### src/rtl/evq_writer.sv
module evq_writer #(
  parameter int ADDR_W   = 32,
  parameter int LIRQ_W   = 31,
  parameter int MAX_LOG2 = 12
) (
  input  logic              clk,
  input  logic              rst_n,
  input  logic              cfg_we,
  input  logic [ADDR_W-1:0] cfg_base,
  input  logic [4:0]        cfg_log2sz,
  input  logic              cfg_enable,
  input  logic              cfg_always,
  input  logic              cfg_escalate,
  input  logic              req_valid,
  input  logic [LIRQ_W-1:0] req_lirq,
  input  logic              eoi_we,
  input  logic              tgt_ready,
  output logic              mem_we,
  output logic [ADDR_W-1:0] mem_addr,
  output logic [LIRQ_W:0]   mem_wdata,
  output logic              notify,
  output logic              escalate,
  output logic              err_drop
);
  localparam int PTR_W = MAX_LOG2 - 2;
  localparam logic [4:0] LG_MAX = 5'(MAX_LOG2);

  logic [ADDR_W-1:0] base_q;
  logic [4:0]        lg_q;
  logic              en_q, alw_q, esc_q;
  logic [PTR_W-1:0]  ptr_q, last;
  logic              gen_q, p_q, q_q;
  logic              p1, q1, p2, q2, try_e, try_r;
  logic [31:0]       ents;

  wire active = en_q && lg_q >= 5'd2 && lg_q <= LG_MAX;
  wire post   = req_valid && active;
  wire wrap   = ptr_q == last;
  wire try_n  = try_e | try_r;

  always_comb begin
    ents = 32'd1;
    if (lg_q >= 5'd2) ents = 32'd1 << (lg_q - 5'd2);
    last = PTR_W'(ents - 32'd1);
  end

  always_comb begin
    p1 = p_q; q1 = q_q; try_e = 1'b0;
    if (eoi_we) begin
      try_e = q_q; p1 = q_q; q1 = 1'b0;
    end
    p2 = p1; q2 = q1; try_r = 1'b0;
    if (post) begin
      if (alw_q)    try_r = 1'b1;
      else if (!p1) begin p2 = 1'b1; try_r = 1'b1; end
      else          q2 = 1'b1;
    end
  end

  always_ff @(posedge clk or negedge rst_n) begin
    if (!rst_n) begin
      base_q <= '0; lg_q <= '0; en_q <= 1'b0; alw_q <= 1'b0; esc_q <= 1'b0;
      ptr_q <= '0; gen_q <= 1'b0; p_q <= 1'b0; q_q <= 1'b0;
      mem_we <= 1'b0; mem_addr <= '0; mem_wdata <= '0;
      notify <= 1'b0; escalate <= 1'b0; err_drop <= 1'b0;
    end else begin
      if (cfg_we) begin
        base_q <= cfg_base; lg_q <= cfg_log2sz; en_q <= cfg_enable;
        alw_q <= cfg_always; esc_q <= cfg_escalate;
      end
      if (cfg_we && cfg_enable && !en_q) begin
        ptr_q <= '0; gen_q <= 1'b1;
      end else if (post) begin
        ptr_q <= wrap ? '0 : ptr_q + 1'b1;
        if (wrap) gen_q <= ~gen_q;
      end
      p_q       <= p2;
      q_q       <= q2;
      mem_we    <= post;
      mem_addr  <= base_q + ADDR_W'({ptr_q, 2'b00});
      mem_wdata <= {gen_q, req_lirq};
      notify    <= try_n && tgt_ready;
      escalate  <= try_n && !tgt_ready && esc_q;
      err_drop  <= err_drop | (req_valid && !active);
    end
  end
endmodule

### config.mk
export PLATFORM = sky130hd
export DESIGN_NAME = evq_writer
export DESIGN_NICKNAME = d
export VERILOG_FILES = /design/src/rtl/evq_writer.sv
export SDC_FILE = /design/constraint.sdc
export NUM_CORES = 1
export LEC_CHECK = 0
export ABC_AREA = 1
export BUFFER_PORTS_ARGS = -buffer_cell sky130_fd_sc_hd__buf_4
export CAP_MARGIN = 15
export CORE_ASPECT_RATIO = 1.4
export CORE_MARGIN = 5
export CORE_UTILIZATION = 24
export CTS_BUF_LIST = sky130_fd_sc_hd__clkbuf_8
export DETAILED_ROUTE_END_ITERATION = 8
export HOLD_SLACK_MARGIN = 0.08
export SLEW_MARGIN = 20
export SYNTH_ARGS = -nofsm -noshare
export SYNTH_HDL_FRONTEND = slang
export SYNTH_SLANG_ARGS = --single-unit
### constraint.sdc
create_clock -name clk -period 2.44 [get_ports clk]
set_input_delay 0.488 -clock clk [delete_from_list [all_inputs] [get_ports clk]]
set_output_delay 0.488 -clock clk [all_outputs]
set_load 0.05 [all_outputs]
==> impl_metrics.ini, run 1 <==
[layout]
final_cells = 1101
layout.nets = 879
drive_above_1_share_pct = 31.5
final_common_cell = buf_4
diodes = 0
layout_common_cells = 171 x buf_4, 167 x nand2_1, 121 x dfrtp_1
fin_util_pct = 34.2
syn_to_final_growth_pct = 40.7
n_fill_cell = 2321

[clock_tree]
clkSlewWorstSetupHoldPaths_ps = 70
htreeDepth = 4
cts_made_buffers = 17
clk_path_buf_depth = 2
worstSkewPairLatency_ps = 440
ctsRootBufferMaster = clkbuf_8
cts_sinks = 121
cts_tree = done

[route]
ant_nets = 0
via_per_inst = 4.11
drc = 0
dr.pass1.iters = 5
vias = 4530
dr.first_iter.drc_count = 180
wl_microns = 13900
wl_per_cell_microns = 12.6

[synthesis]
synthTopCellsByArea = dfrtp_1 55%, nand2_1 12%, xor2_1 5.4%, inv_1 3.8%, nand3_1 3.3%
synth.yosys.seq_area_share_pct = 55.3
syn_area_per_cell_sq_um = 9.10
synth_top_family_by_area = simple AND/OR/NAND/NOR gates
synth_top_area_cell = dfrtp_1
yosys_warnings = 0
synth_edf_count = 0
synth_compound_area_share_pct = 5.68
yosysTopAreaCellShare_pct = 55.3
ys.flop_type = dfrtp_1
synth_area_sq_um = 5480
synth_cells = 602
yosys.area_share.adder_pct = 3.56
ys_types = 33
synth-seq-cells = 121
synth_simple_gate_area_share_pct = 24.2
synth_xor_area_share_pct = 6.39
synthMuxAreaShare_pct = 0
synth_fp_nets = 694
async_flop_share_pct = 100

[floorplanning]
io_pins = 145
dieArea_sq_um = 26000
start_util_pct = 24.3
design.core.area_sq_um = 22500
num_rows = 65
die_y_microns = 189
die_w_microns = 138

[critical_path]
start_kind = flop
worstPathCellList = inv_2 > ha_4 > nand3_4 > nor2_4 > a21oi_4 > ha_4 > xor2_1 > nand3_1 > nor2_1 > nand3_1 > nor2_1 > nand3_2 > buf_4 > nand4_1 > nand2_1
path_buf_inv = 2
path_delay_family = simple AND/OR/NAND/NOR gates
endpoint_kind = flop
cp.required_ps = 2770
max_stage_delay_ps = 380
crit_slowest_cell = dfrtp_1
crit_path_max_fanout = 3
path_class = flop to flop
worst-endpoint-arrival_ps = 2710

[pwr]
p_leak_nw = 3.88
irDropWorstVdd_uv = 371
p_per_area_nw_per_um2 = 774

[placed_design]
hpwl_microns = 10900
dp_cells = 1065
portBuffers = 144
gp_congestion = 0.840

[sta]
rsz0062_at_grt = true
tightest_slew_ps = 622
drv_slew = 0
fin_crit_ps = 2390
relSlewSlack_pct = 58.6
holdWs_ps = 153
skew_ps = 7.64
setup_viol = 0
hold_viol = 0
fin_crit_sh_pct = 97.8
max_freq_ghz = 0.419

[run]
cap_viol_max_count = 0

[global_route]
gr-total-overflow = 0
grt_start_max_net_pins = 48
grt_pass1_vias = 4486
grt_pass1_wl_microns = 22100
track_usage_pct = 10.9
antenna_found_initial = 0

[outcome]
status = complete, no violations

[worst_hold_path]
holdCritPathClass = input port to flop
layout make-up:
type | instances | area [sq um] | share of cell area [%]
flip-flops and latches | 121 | 3030 | 39.3
multi-input cells | 412 | 2310 | 29.9
well taps | 301 | 377 | 4.88
clock buffers | 22 | 303 | 3.93
inverters | 60 | 225 | 2.92
clock inverters | 10 | 124 | 1.61
repair buffers | 175 | 1350 | 17.4
worst paths after layout:
path	slack, ps	depth (start not counted)	from	endpoint
max in group asynchronous	1180	3	rst_n	mem_wdata[12]$_DFF_PN0_
min in group asynchronous	620	2	rst_n	mem_addr[23]$_DFF_PN0_
setup reg to reg	50	15	lg_q[1]$_DFFE_PN0P_	ptr_q[1]$_DFFE_PN0P_
hold reg to reg	390	0	base_q[0]$_DFFE_PN0P_	mem_addr[0]$_DFF_PN0_
hold / removal	150	1	req_lirq[28]	mem_wdata[28]$_DFF_PN0_
setup / recovery	50	15	lg_q[1]$_DFFE_PN0P_	ptr_q[1]$_DFFE_PN0P_
layer usage:
layer / vias to the layer above / GRT usage, % / wire, microns
li1: 2290 / - / -
met5: - / 0 / 0
met3: 23 / 3.74 / 943
met1: 2095 / 11.7 / 5390
met2: 122 / 19.4 / 7260
met4: 0 / 4.30 / 332
synthesized netlist by cell type, types with 8 or more instances:
library cell,instances
xor2_1,34
dfrtp_1,121
nand2_1,172
nand2_2,10
nor3_1,9
nor2_2,8
ha_1,14
nor2_1,38
a21oi_1,25
inv_1,56
o21ai_0,29
clkbuf_1,8
nand3_1,36
report_power, final:
part           switching [mW]  internal (mW)
clock                   0.772           1.13
sequential              0.120           2.23
combinational            1.11          0.606
total                    2.00           3.97
kinds of logic (layout without fill, tap and decap cells):
| logic type | Yosys count | after routing |
|---|---|---|
| buffers and inverters | 70 | 267 |
| adders and majority gates | 15 | 15 |
| xor gates and xnor gates | 40 | 40 |
| and+or+nand+nor | 296 | 297 |
| AOI/OAI and AO/OA | 60 | 60 |
| DFF | 121 | 121 |
state kept, by name, indices dropped and copies added, names as in the netlist:
signal and cells:
mem_addr 32, escalate 1, ptr_q 10, q_q 1, alw_q 1, en_q 1, esc_q 1, err_drop 1
notify 1, gen_q 1, p_q 1, base_q 32, mem_we 1, lg_q 5, mem_wdata 32
metrics by stage:
| stage | setup WS (ps) | cell area [sq um] | power (mW) | setup TNS [ps] |
|---|---|---|---|---|
| detailed placement | -57.1 | 7130 | 4.07 | -84.6 |
| finish | 54.5 | 7710 | 5.97 | 0 |
| floorplan | 3.31 | 5480 | 3.44 | 0 |
| CTS | 5.36 | 7620 | 6.04 | 0 |
| global placement | -3.92 | 7130 | 4.05 | -3.92 |
| global route | -171 | 7710 | 6.31 | -1050 |
worst reg2reg max path, stage by stage (launching register included):
cell and delay [ps]:
dfrtp_1 380, inv_2 60, ha_4 300, nand3_4 90, nor2_4 150, a21oi_4 80
ha_4 260, xor2_1 130, nand3_1 110, nor2_1 120, nand3_1 70, nor2_1 110
nand3_2 150, buf_4 170, nand4_1 60, nand2_1 50
timing repair:
| action | in CTS | in global routing |
|---|---|---|
| gates resized for setup | 11 | 17 |
| endpoints found under the setup margin | 7 | 13 |
| gates cloned | 1 | 0 |
| hold buffers | 1 | 0 |
| endpoints found under the hold margin | 45 | 0 |
| buffers inserted | 1 | 1 |
| pin swaps | 5 | 13 |
No activity file was read; power rests on OpenSTA's default activity.
==> run 2: changes to the inputs <==
--- a/config.mk
+++ b/config.mk
@@ -5,7 +5,6 @@
 export SDC_FILE = /design/constraint.sdc
 export NUM_CORES = 1
 export LEC_CHECK = 0
-export ABC_AREA = 1
 export BUFFER_PORTS_ARGS = -buffer_cell sky130_fd_sc_hd__buf_4
 export CAP_MARGIN = 15
 export CORE_ASPECT_RATIO = 1.4
==> impl_metrics.ini, run 2 <==
[critical_path]
path_class = flop to flop
endpoint_kind = flop
reg2regPathDepth = 14
r2r_slack_ps = -740
crit_top_cell = ha_4
path_delay_family = compound AO/OA/AOI/OAI gates
crit_path_max_fanout = 8
rr_endpoint = ptr_q[5]$_DFFE_PN0P_
worst-endpoint-arrival_ps = 3490
start_kind = flop
max_stage_delay_ps = 440
reg2reg_from = lg_q[2]$_DFFE_PN0P_
crit_slowest_cell = dfrtp_2
cp.required_ps = 2760
path_buf_inv = 2
worstPathCellList = inv_4 > ha_4 > nand2b_4 > or3_4 > o31ai_4 > inv_2 > ha_4 > or4_4 > o31a_1 > o41a_1 > a21boi_2 > o2111ai_4 > o21ai_4 > nor2_1

[pwr]
p_seq_share_pct = 40.1
p_per_area_nw_per_um2 = 736
p_sw_mw = 1.73
comb_power_share_pct = 24.8
power_frac_clock_pct = 35.2
irDropWorstVdd_uv = 315
finalPower_mw = 5.71
p_int_mw = 3.99
p_sw_share_pct = 30.2
p_leak_nw = 3.55

[floorplanning]
die_w_microns = 135
num_rows = 64
start_util_pct = 24.2
die_y_microns = 185
dieArea_sq_um = 25000
io_pins = 145
design.core.area_sq_um = 21800

[worst_hold_path]
holdCritPathClass = input port to flop
hold_path_end = mem_wdata[0]$_DFF_PN0_
hold_path_depth = 1
min_from = req_lirq[0]

[layout]
fin_area_sq_um = 7760
syn_to_final_growth_pct = 47.4
diodes = 0
layout_common_cells = 204 x buf_4, 119 x dfrtp_1, 35 x mux2_2
final_common_cell = buf_4
top_regs = base_q (32), mem_addr (32), mem_wdata (32)
drive_above_1_share_pct = 48.0
layout.nets = 727

[synthesis]
ys.flop_type = dfrtp_1
async_flop_share_pct = 100
yosys_warnings = 0
synth.yosys.seq_area_share_pct = 57.5
syn_area_per_cell_sq_um = 12.4
synth_top_area_cell = dfrtp_1
synth_cells = 424
yosysTopAreaCellShare_pct = 57.5
synthTopCellsByArea = dfrtp_1 58%, mux2_2 7.5%, xnor2_1 5.0%, ha_1 3.3%, nand2_1 1.8%
synth.most_common_cell = dfrtp_1
synth_area_sq_um = 5270
ys_types = 60
synth-seq-cells = 121
synth_edf_count = 0
synth_fp_nets = 516
synthTopCellsByCount = 121 x dfrtp_1, 35 x mux2_2, 30 x xnor2_1

[route]
dr.pass1.iters = 4
vias = 3923
wl_per_cell_microns = 14.0
wl_microns = 13200
via_per_inst = 4.15
drc = 0
ant_nets = 0
dr.first_iter.drc_count = 134

[clock_tree]
cts_sinks = 121
ctsRootBufferMaster = clkbuf_8
htreeDepth = 4
cts_tree = done
worstSkewPairLatency_ps = 440
clkSlewWorstSetupHoldPaths_ps = 80
clk_path_buf_depth = 2
cts_made_buffers = 17

[global_route]
grt_start_max_net_pins = 53
track_usage_pct = 10.7
antenna_found_initial = 0
grt_pass1_wl_microns = 20900
grt_pass1_vias = 4075
gr-total-overflow = 0

[placed_design]
hpwl_microns = 9830
portBuffers = 144
gp_congestion = 0.765
dpl_cell_area_sq_um = 7090

[outcome]
status = finished, violations left
failed_checks = negative setup slack

[sta]
tightest_slew_ps = 640
fin_crit_ps = 3180
fin_crit_sh_pct = 130
drv_slew = 0
rsz0062_at_grt = true
setup_viol = 11
fin_ws_ps = -736
skew_ps = 19.4
hold_viol = 0
max_freq_ghz = 0.315
relSlewSlack_pct = 57.3

[run]
cap_viol_max_count = 0
run 2: changes by cell type in the layout (fill, tap and decap cells not counted), sizes merged, moves of 13 or more:
cell and change:
xnor2 +24, inv -45, buf +33, o21ai -13, xor2 -24, nand3 -28
a21oi -17, mux2 +35, nor2 -24, nand2 -161
run 2: through the flow:
step                hold WS, ps  util, %  setup TNS (ps)  worst slack, ps  instances
CTS                        93.0     34.9           -7580             -730        936
floorplan                   192        -           -8600             -843        424
detailed placement          357     32.6           -8970             -853        899
global route               97.4     35.6           -9210             -868        945
global placement            354     32.6           -8500             -802        899
finish                      149     35.6           -7730             -736        945
run 2: power groups by stage:
stage | clock network, mW | logic, mW | registers [mW]
2_1_floorplan | 0 | 0.449 | 2.70
3_3_place_gp | 0 | 1.36 | 2.32
3_5_place_dp | 0 | 1.37 | 2.33
4_1_cts | 2.10 | 1.39 | 2.29
5_1_grt | 2.19 | 1.52 | 2.31
6_report | 2.01 | 1.41 | 2.29
run 2: area by class of cell:
type | instances | area, sq um
Timing Repair Buffer | 208 | 1580
Tap cell | 297 | 372
Clock inverter | 15 | 209
Sequential cell | 121 | 3030
Inverter | 16 | 67.6
Clock buffer | 17 | 234
Multi-Input combinational cell | 271 | 2270
Fill cell | 2172 | 14000
run 2: layer usage:
metal  GRT usage, %  part of all wire [%]
met5              0                     0
met4           3.51                   1.5
met1           12.1                    40
met3           3.83                   5.6
met2           18.9                    53
run 2: what timing repair did:
| item | CTS | global route |
|---|---|---|
| setup buffers | 4 | 8 |
| pin swaps | 17 | 19 |
| hold endpoints to repair | 26 | 0 |
| endpoints found under the setup margin | 19 | 28 |
| hold buffers | 1 | 0 |
| resized for setup | 7 | 17 |
| gates cloned | 0 | 1 |
run 2: worst max path at each step:
| stage | from | endpoint | slack (ps) | cells after the start |
|---|---|---|---|---|
| floorplan | lg_q[1]$_DFFE_PN0P_ | gen_q$_DFFE_PN0P_ | -840 | 18 |
| global placement | lg_q[1]$_DFFE_PN0P_ | ptr_q[2]$_DFFE_PN0P_ | -800 | 12 |
| detailed placement | lg_q[1]$_DFFE_PN0P_ | ptr_q[5]$_DFFE_PN0P_ | -850 | 12 |
| CTS | lg_q[1]$_DFFE_PN0P_ | ptr_q[5]$_DFFE_PN0P_ | -730 | 14 |
| global route | lg_q[1]$_DFFE_PN0P_ | ptr_q[5]$_DFFE_PN0P_ | -870 | 14 |
| finish | lg_q[2]$_DFFE_PN0P_ | ptr_q[5]$_DFFE_PN0P_ | -740 | 14 |
run 2: kinds of logic after synthesis:
logic type / after synthesis / synth area share, %
xor gates and xnor gates: 41 / 7.08
adders and majority gates: 15 / 3.71
AOI/OAI and AO/OA: 69 / 10.4
buffers and inverters: 33 / 2.88
DFF: 121 / 57.5
and+or+nand+nor: 110 / 10.9
muxes: 35 / 7.49
